**config.mk**
```make
export PLATFORM = sky130hd
export DESIGN_NAME = adc_cycle_seq
export DESIGN_NICKNAME = d
export VERILOG_FILES = /design/src/rtl/adc_seq_pkg.sv /design/src/rtl/adc_seq_por_timer.sv /design/src/rtl/adc_seq_arm.sv /design/src/rtl/adc_seq_chan_reg.sv /design/src/rtl/adc_cycle_seq.sv
export SDC_FILE = /design/constraint.sdc
export NUM_CORES = 1
export LEC_CHECK = 0
export ABC_AREA = 1
export CAP_MARGIN = 20
export CORE_ASPECT_RATIO = 1.2
export CORE_MARGIN = 3
export CORE_UTILIZATION = 50
export DETAILED_ROUTE_END_ITERATION = 7
export GPL_ROUTABILITY_DRIVEN = 0
export PLACE_DENSITY = 0.73
export SYNTH_ARGS = -nofsm -noshare
export SYNTH_HDL_FRONTEND = slang
export SYNTH_SLANG_ARGS = --single-unit
```
**constraint.sdc**
```tcl
create_clock -name clk -period 1.5 [get_ports clk]
set_input_delay 0.15 -clock clk [delete_from_list [all_inputs] [get_ports clk]]
set_output_delay 0.15 -clock clk [all_outputs]
set_load 0.1 [all_outputs]
```
**src/rtl/adc_seq_pkg.sv**
```systemverilog
package adc_seq_pkg;
  typedef enum logic [1:0] {
    ST_POR   = 2'd0,
    ST_CONV  = 2'd1,
    ST_SLEEP = 2'd2,
    ST_XFER  = 2'd3
  } seq_state_e;
endpackage

```
**src/rtl/adc_seq_por_timer.sv**
```systemverilog
module adc_seq_por_timer #(
  parameter int POR_CYCLES = 400000
) (
  input  logic clk,
  input  logic rst_n,
  input  logic active,
  output logic expired
);
  localparam int CW = $clog2(POR_CYCLES + 1);
  localparam logic [CW-1:0] LAST = CW'(POR_CYCLES - 1);

  logic [CW-1:0] cnt_q, cnt_d;
  logic          cnt_en;

  assign expired = active && (cnt_q == LAST);
  assign cnt_en  = active && !expired;

  always_comb begin
    cnt_d = cnt_q;
    if (cnt_en) cnt_d = cnt_q + CW'(1);
  end

  always_ff @(posedge clk or negedge rst_n) begin
    if (!rst_n)      cnt_q <= '0;
    else if (cnt_en) cnt_q <= cnt_d;
  end
endmodule

```
**src/rtl/adc_seq_arm.sv**
```systemverilog
module adc_seq_arm (
  input  logic clk,
  input  logic rst_n,
  input  logic in_xfer,
  input  logic set_ev,
  output logic armed
);
  logic armed_d;

  always_comb begin
    armed_d = armed;
    if (!in_xfer)    armed_d = 1'b0;
    else if (set_ev) armed_d = 1'b1;
  end

  always_ff @(posedge clk or negedge rst_n) begin
    if (!rst_n) armed <= 1'b0;
    else        armed <= armed_d;
  end
endmodule

```
**src/rtl/adc_seq_chan_reg.sv**
```systemverilog
module adc_seq_chan_reg #(
  parameter int          CHAN_W       = 4,
  parameter logic [CHAN_W-1:0] DEFAULT_CHAN = '0
) (
  input  logic              clk,
  input  logic              rst_n,
  input  logic              capture,
  input  logic [CHAN_W-1:0] wr_chan,
  input  logic              apply,
  output logic [CHAN_W-1:0] chan_sel
);
  logic [CHAN_W-1:0] pend_q;
  logic [CHAN_W-1:0] next_chan;

  always_comb next_chan = capture ? wr_chan : pend_q;

  always_ff @(posedge clk or negedge rst_n) begin
    if (!rst_n)       pend_q <= DEFAULT_CHAN;
    else if (capture) pend_q <= wr_chan;
  end

  always_ff @(posedge clk or negedge rst_n) begin
    if (!rst_n)     chan_sel <= DEFAULT_CHAN;
    else if (apply) chan_sel <= next_chan;
  end
endmodule

```
**src/rtl/adc_cycle_seq.sv**
```systemverilog
module adc_cycle_seq
  import adc_seq_pkg::*;
#(
  parameter int POR_CYCLES = 400000,
  parameter int CHAN_W     = 4
) (
  input  logic              clk,
  input  logic              rst_n,
  input  logic              bus_addr,
  input  logic              bus_wr_done,
  input  logic [CHAN_W-1:0] wr_chan,
  input  logic              bus_rd_partial,
  input  logic              bus_rd_all,
  input  logic              bus_stop,
  input  logic              conv_done,
  output logic              conv_start,
  output logic              busy,
  output logic              asleep,
  output logic [CHAN_W-1:0] chan_sel,
  output logic              result_latch
);
  seq_state_e st_q, st_d;
  logic in_por, in_conv, in_sleep, in_xfer;
  logic por_expired, armed, arm_ev, stop_fire, start_xfer;

  assign in_por   = (st_q == ST_POR);
  assign in_conv  = (st_q == ST_CONV);
  assign in_sleep = (st_q == ST_SLEEP);
  assign in_xfer  = (st_q == ST_XFER);

  adc_seq_por_timer #(.POR_CYCLES(POR_CYCLES)) u_por (
    .clk(clk), .rst_n(rst_n), .active(in_por), .expired(por_expired)
  );

  assign arm_ev = in_xfer && (bus_wr_done || bus_rd_partial);

  adc_seq_arm u_arm (
    .clk(clk), .rst_n(rst_n), .in_xfer(in_xfer), .set_ev(arm_ev), .armed(armed)
  );

  assign stop_fire  = bus_stop && (armed || bus_wr_done || bus_rd_partial);
  assign start_xfer = in_xfer && (bus_rd_all || stop_fire);

  assign conv_start   = (in_por && por_expired) || start_xfer;
  assign result_latch = in_conv && conv_done;
  assign busy         = in_por || (in_conv && !conv_done);
  assign asleep       = in_sleep;

  adc_seq_chan_reg #(.CHAN_W(CHAN_W), .DEFAULT_CHAN('0)) u_chan (
    .clk(clk), .rst_n(rst_n),
    .capture(in_xfer && bus_wr_done), .wr_chan(wr_chan),
    .apply(conv_start), .chan_sel(chan_sel)
  );

  always_comb begin
    st_d = st_q;
    unique case (st_q)
      ST_POR:   if (por_expired) st_d = ST_CONV;
      ST_CONV:  if (conv_done)   st_d = ST_SLEEP;
      ST_SLEEP: if (bus_addr)    st_d = ST_XFER;
      ST_XFER: begin
        if (start_xfer)    st_d = ST_CONV;
        else if (bus_stop) st_d = ST_SLEEP;
      end
      default: st_d = ST_POR;
    endcase
  end

  always_ff @(posedge clk or negedge rst_n) begin
    if (!rst_n) st_q <= ST_POR;
    else        st_q <= st_d;
  end
endmodule

```
# [Word level (Yosys, flattened, before mapping)]
# Index checks and enable logic that the tools add are counted.
[op_classes] n_addsub=1 n_eq_ne=9 muxes=9 n_reduce_logical=19
[ops] op="19-bit by 1-bit adder with 19-bit output, second input constant" n=1
[ops] op="19-bit equality test, second input constant" n=1
[ops] op="2-bit 2-to-1 mux" n=5
[ops] op="1-bit logical AND" n=9
[ops] op="2-bit case mux with 4 select lines" n=1
[ops] op="1-bit logical OR" n=6
[ops] op="2-bit equality test, second input constant" n=2
[ops] op="4-bit 2-to-1 mux" n=1
[ops] op="2-bit by 1-bit inequality test with 1-bit output, second input constant" n=2
[ops] op="2-bit inequality test, second input constant" n=2
[ops] op="4-bit AND reduction" n=1
[ops] op="3-bit by 2-bit inequality test with 1-bit output, second input constant" n=1
[ops] op="2-bit by 1-bit equality test with 1-bit output, second input constant" n=1
[ops] op="1-bit logical NOT" n=2
[ops] op="2-bit logical NOT" n=1
[ops] op="1-bit 2-to-1 mux" n=2
[word_totals] register_bits=30 out_inout_bits=8

# [Depth between registers and ports, before layout]
[logic_depth] depth_word=7 mapped_depth=10 depth_no_buf=9

# [Modules after synthesis]
# A second synthesis with hierarchy kept.
[unflattened] hier_cells=244 hier_area_um2=1732.9
[by_module_without_submodules] mod="adc_seq_por_timer" instances=1 cells_each=161 area_each_um2=1161.1
[by_module_without_submodules] mod="adc_seq_chan_reg" instances=1 cells_each=42 area_each_um2=342.8
[by_module_without_submodules] mod="adc_cycle_seq" instances=1 cells_each=37 area_each_um2=192.7
[by_module_without_submodules] mod="adc_seq_arm" instances=1 cells_each=4 area_each_um2=36.3

# [Worst setup path after synthesis]
# Ideal clock, no wire load.
[synth_timing] path_kind="register to output" startpoint="register st_q[0]" endpoint="output result_latch" arrival_ps=1975 slack_ps=-625 path_stages_with_launch=4 cell_sequence="dfrtp_1 inv_1 or2_2 nor2_1"
[synth_via] elab_chain_cells=2
[synth_rtl] item="from (decl)" line_no="adc_cycle_seq.sv:22" rtl="seq_state_e st_q, st_d;"
[synth_rtl] item="from (signal assigned)" line_no="adc_cycle_seq.sv:71" rtl="else st_q <= st_d;"
[synth_rtl] item="2-bit by 1-bit equality test with 1-bit output" line_no="adc_cycle_seq.sv:27" rtl="assign in_conv = (st_q == ST_CONV);"
[synth_rtl] item="1-bit logical AND" line_no="adc_cycle_seq.sv:45" rtl="assign result_latch = in_conv && conv_done;"
[synth_rtl] item="to (decl)" line_no="adc_cycle_seq.sv:20" rtl="output logic result_latch"
# No other way between the ends.

# [Final worst setup path]
[layout_timing] startpoint="register u_por.cnt_q[7]" endpoint="output conv_start"
[layout_via] elab_chain_cells=4
[layout_rtl] item="from (decl)" line_no="adc_seq_por_timer.sv:12" rtl="logic [CW-1:0] cnt_q, cnt_d;"
[layout_rtl] item="from (signal assigned)" line_no="adc_seq_por_timer.sv:25" rtl="else if (cnt_en) cnt_q <= cnt_d;"
[layout_rtl] item="19-bit equality test" line_no="adc_seq_por_timer.sv:15" rtl="assign expired = active && (cnt_q == LAST);"
[layout_rtl] item="1-bit logical AND" line_no="adc_seq_por_timer.sv:15"
[layout_rtl] item="1-bit logical AND" line_no="adc_cycle_seq.sv:44" rtl="assign conv_start = (in_por && por_expired) || start_xfer;"
[layout_rtl] item="1-bit logical OR" line_no="adc_cycle_seq.sv:44"
[layout_rtl] item="to (decl)" line_no="adc_cycle_seq.sv:16" rtl="output logic conv_start,"
# No other way between the ends.

==> implementation parameters <==
Parameter                              Value

Drt
  Antenna-violating nets left    0
  Via count    1873
  Wire length after detailed routing    4.75 mm
  Total iterations of the first detailed-routing run    4
  Routed vias/inst    5.20
  Iteration-0 DRC count of the detailed router    155
  Routed WL per cell    13.2 um
  Residual DRC    0

CTS
  Clk pin slew, worst setup/hold paths    0.07 ns
  Largest buffer count on any clock path    2
  Clock root cell    sky130_fd_sc_hd__clkbuf_8
  CTS buffer count    5
  Clock tree from TritonCTS    built
  # H-tree levels    2
  Count of clock tree sinks    30
  Post-CTS Hold Buffers    0
  Clock Latency Late Sink    0.29 ns

Flow run
  Reported max-cap violation count    0

Synthesis
  Syn. warnings    0
  Synth Area in Compound Gates    2.87%
  Gate count of the mapped netlist    257
  XOR/XNOR share of the synthesized area    6.87%
  Area share of and/or/nand/nor cells after synthesis    40.4%
  Cell area after synthesis    1790 um2
  Adder-cell share of the synthesized area    0.701%
  Largest family of logic cells by synthesized area    simple AND/OR/NAND/NOR gates
  Post-synthesis sequential element count    30
  Sequential fraction of the synthesis area    42.0%
  Net Count, Synth    270
  Syn avg cell area    6.95 um2
  Post-synthesis cell type count    21
  Multiplexer share of the synthesized area    0%

Timing
  Final setup violation count    26
  Post-route minimum period    1.74 ns
  Max transition margin    72.3%
  Final hold violations    0
  Tcrit/Tclk final    116%
  Max Slew Vio Count    0
  Measured slew at the worst slew-check pin    0.412 ns
  Slack of the critical path    -0.237 ns
  Fin Setup TNS    -1.82 ns
  Worst setup skew after layout    0.00744 ns
  Highest clock rate    576 MHz
  Setup repair after global routing missed its margin    true

Global route
  Number of global-route vias before repair    1853
  Largest net degree at the start of global routing    31
  GRT Util Overall    23.8%
  First-pass GRT wire length    7.78 mm
  Remaining global-route overflow    0
  Initial antenna violation count    0

Worst setup path
  Worst reg-to-reg path cell count    9
  Crit path kind    flop to output pin
  CP endpoint kind    output pin
  Register-to-register setup slack    -0.19 ns
  Highest fanout seen on the critical path    6
  Worst reg2reg startpoint    u_por.cnt_q[7]
  Worst Setup Start Kind    flop
  CP required    1.35 ns
  Critical path data arrival time    1.59 ns
  End of the worst register-to-register path    u_chan.chan_sel[1]

Floorplan
  Core Footprint    3400 um2
  IO Pins    20
  Initial standard-cell utilization of the core    52.6%
  Number of placement rows    23
  Die X-Extent    60.6 um
  Die height    71.5 um
  Die outline area    4330 um2

Run status
  Status    finished with violations
  Failing checks    setup timing

Finish
  Most used cells in the layout excluding fill and tap cells    sky130_fd_sc_hd__nand2_1 (96), sky130_fd_sc_hd__buf_4 (32), sky130_fd_sc_hd__dfrtp_1 (30), sky130_fd_sc_hd__nor2_1 (26), sky130_fd_sc_hd__nand3_1 (23)
  Area growth from synthesis to final layout    49.0%
  Most frequent standard cell in the layout excluding fill and tap cells    sky130_fd_sc_hd__nand2_1
  Count of inserted antenna diode cells    0
  Share of final-layout standard cells stronger than drive strength 1    26.6%
  Number of nets in the final layout    335

Placed design
  Buffers added on ports    19
  Detailed-placement wirelength estimate    3.10 mm

Power
  Standby leakage power    1.29 nW
  Total power    0.00444 W
  Power density over the cells    1670 nW/um2
  Maximum vdd drop    1.39 mV

Min path
  Type of the worst min-delay path    input pin to asynchronous set/reset pin
==> critical path, cell delays in order, from the launching register on <==
cell                      delay (ns)
sky130_fd_sc_hd__dfrtp_1        0.48
sky130_fd_sc_hd__nor2_1         0.19
sky130_fd_sc_hd__nand3_2        0.12
sky130_fd_sc_hd__nor2_4         0.12
sky130_fd_sc_hd__nand3_4        0.11
sky130_fd_sc_hd__nand2_8        0.09
sky130_fd_sc_hd__buf_12         0.17
==> metal layers <==
metal	wire, um	part of all wire, %	global-route usage (%)
met3	219	4.6	5.59
met5	0	0	0
met2	2520	53	42.2
met1	1830	38	25.2
met4	180	3.8	13.0
==> report_power, final <==
part | switching, W | internal [W]
Clock | 0.000320 | 0.000370
Sequential | 0.000140 | 0.000998
Combinational | 0.00154 | 0.00107
Total | 0.00200 | 0.00244
==> flip-flops by register name, indices dropped and copies added (netlist names) <==
register,count
st_q,2
u_arm.armed,1
u_chan.chan_sel,4
u_chan.pend_q,4
u_por.cnt_q,19
==> through the flow <==
stage,hold slack [ns],cell area (um2),std cells,setup slack (ns),utilization (%)
2_1_floorplan,-0.146,1820,257,-0.180,-
3_3_place_gp,0.459,2350,343,-0.0542,69.3
3_5_place_dp,0.463,2350,343,-0.0984,69.3
4_1_cts,0.265,2560,358,-0.221,75.5
5_1_grt,0.292,2660,360,-0.320,78.3
6_report,0.256,2660,360,-0.237,78.3
==> Yosys cell counts (all sizes together) <==
cell,number,share of area (%)
a31oi,1,0.35
dfrtp,30,42
inv,25,5.3
o21ai,7,2.0
xnor2,7,3.4
xor2,7,3.4
nand4,4,1.4
nor2,34,7.4
clkinv,1,0.21
a21oi,2,0.56
or2,1,0.35
nor3,2,0.56
nand2,105,22
buf,3,1.7
nand3,27,8.1
ha,1,0.70
==> what timing repair did <==
| action | CTS | global route |
|---|---|---|
| buffers inserted | 6 | 1 |
| cloned | 1 | 1 |
| pin swaps | 9 | 8 |
| setup endpoints to repair | 16 | 28 |
| resized for setup | 24 | 21 |
==> layout make-up <==
| cell class | count | area (um2) |
|---|---|---|
| Multi-Input combinational cell | 198 | 1040 |
| Sequential cell | 30 | 751 |
| Fill cell | 240 | 736 |
| Timing Repair Buffer | 60 | 612 |
| Inverter | 26 | 110 |
| Clock buffer | 7 | 86.3 |
| Tap cell | 37 | 46.3 |
| Timing Repair inverter | 1 | 11.3 |
| Clock inverter | 1 | 5.00 |
==> worst max-delay path by stage <==
stage / depth (start not counted) / from / to
5_1_grt: 7 / u_por.cnt_q[6] / conv_start
3_3_place_gp: 9 / bus_wr_done / u_chan.chan_sel[0]
6_report: 6 / u_por.cnt_q[7] / conv_start
2_1_floorplan: 3 / st_q[0] / result_latch
4_1_cts: 8 / u_por.cnt_q[0] / conv_start
3_5_place_dp: 9 / bus_wr_done / u_chan.chan_sel[3]
==> cell families (layout without fill, tap and decap cells) <==
family                   after synthesis  count (layout)
AO/OA/AOI/OAI                         10              10
XOR/XNOR                              14              14
adder cells (fa/ha/maj)                1               1
buffers and inverters                 29              95
flip-flops                            30              30
AND/OR/NAND/NOR                      173             173
(Power assumes the default switching activity.)
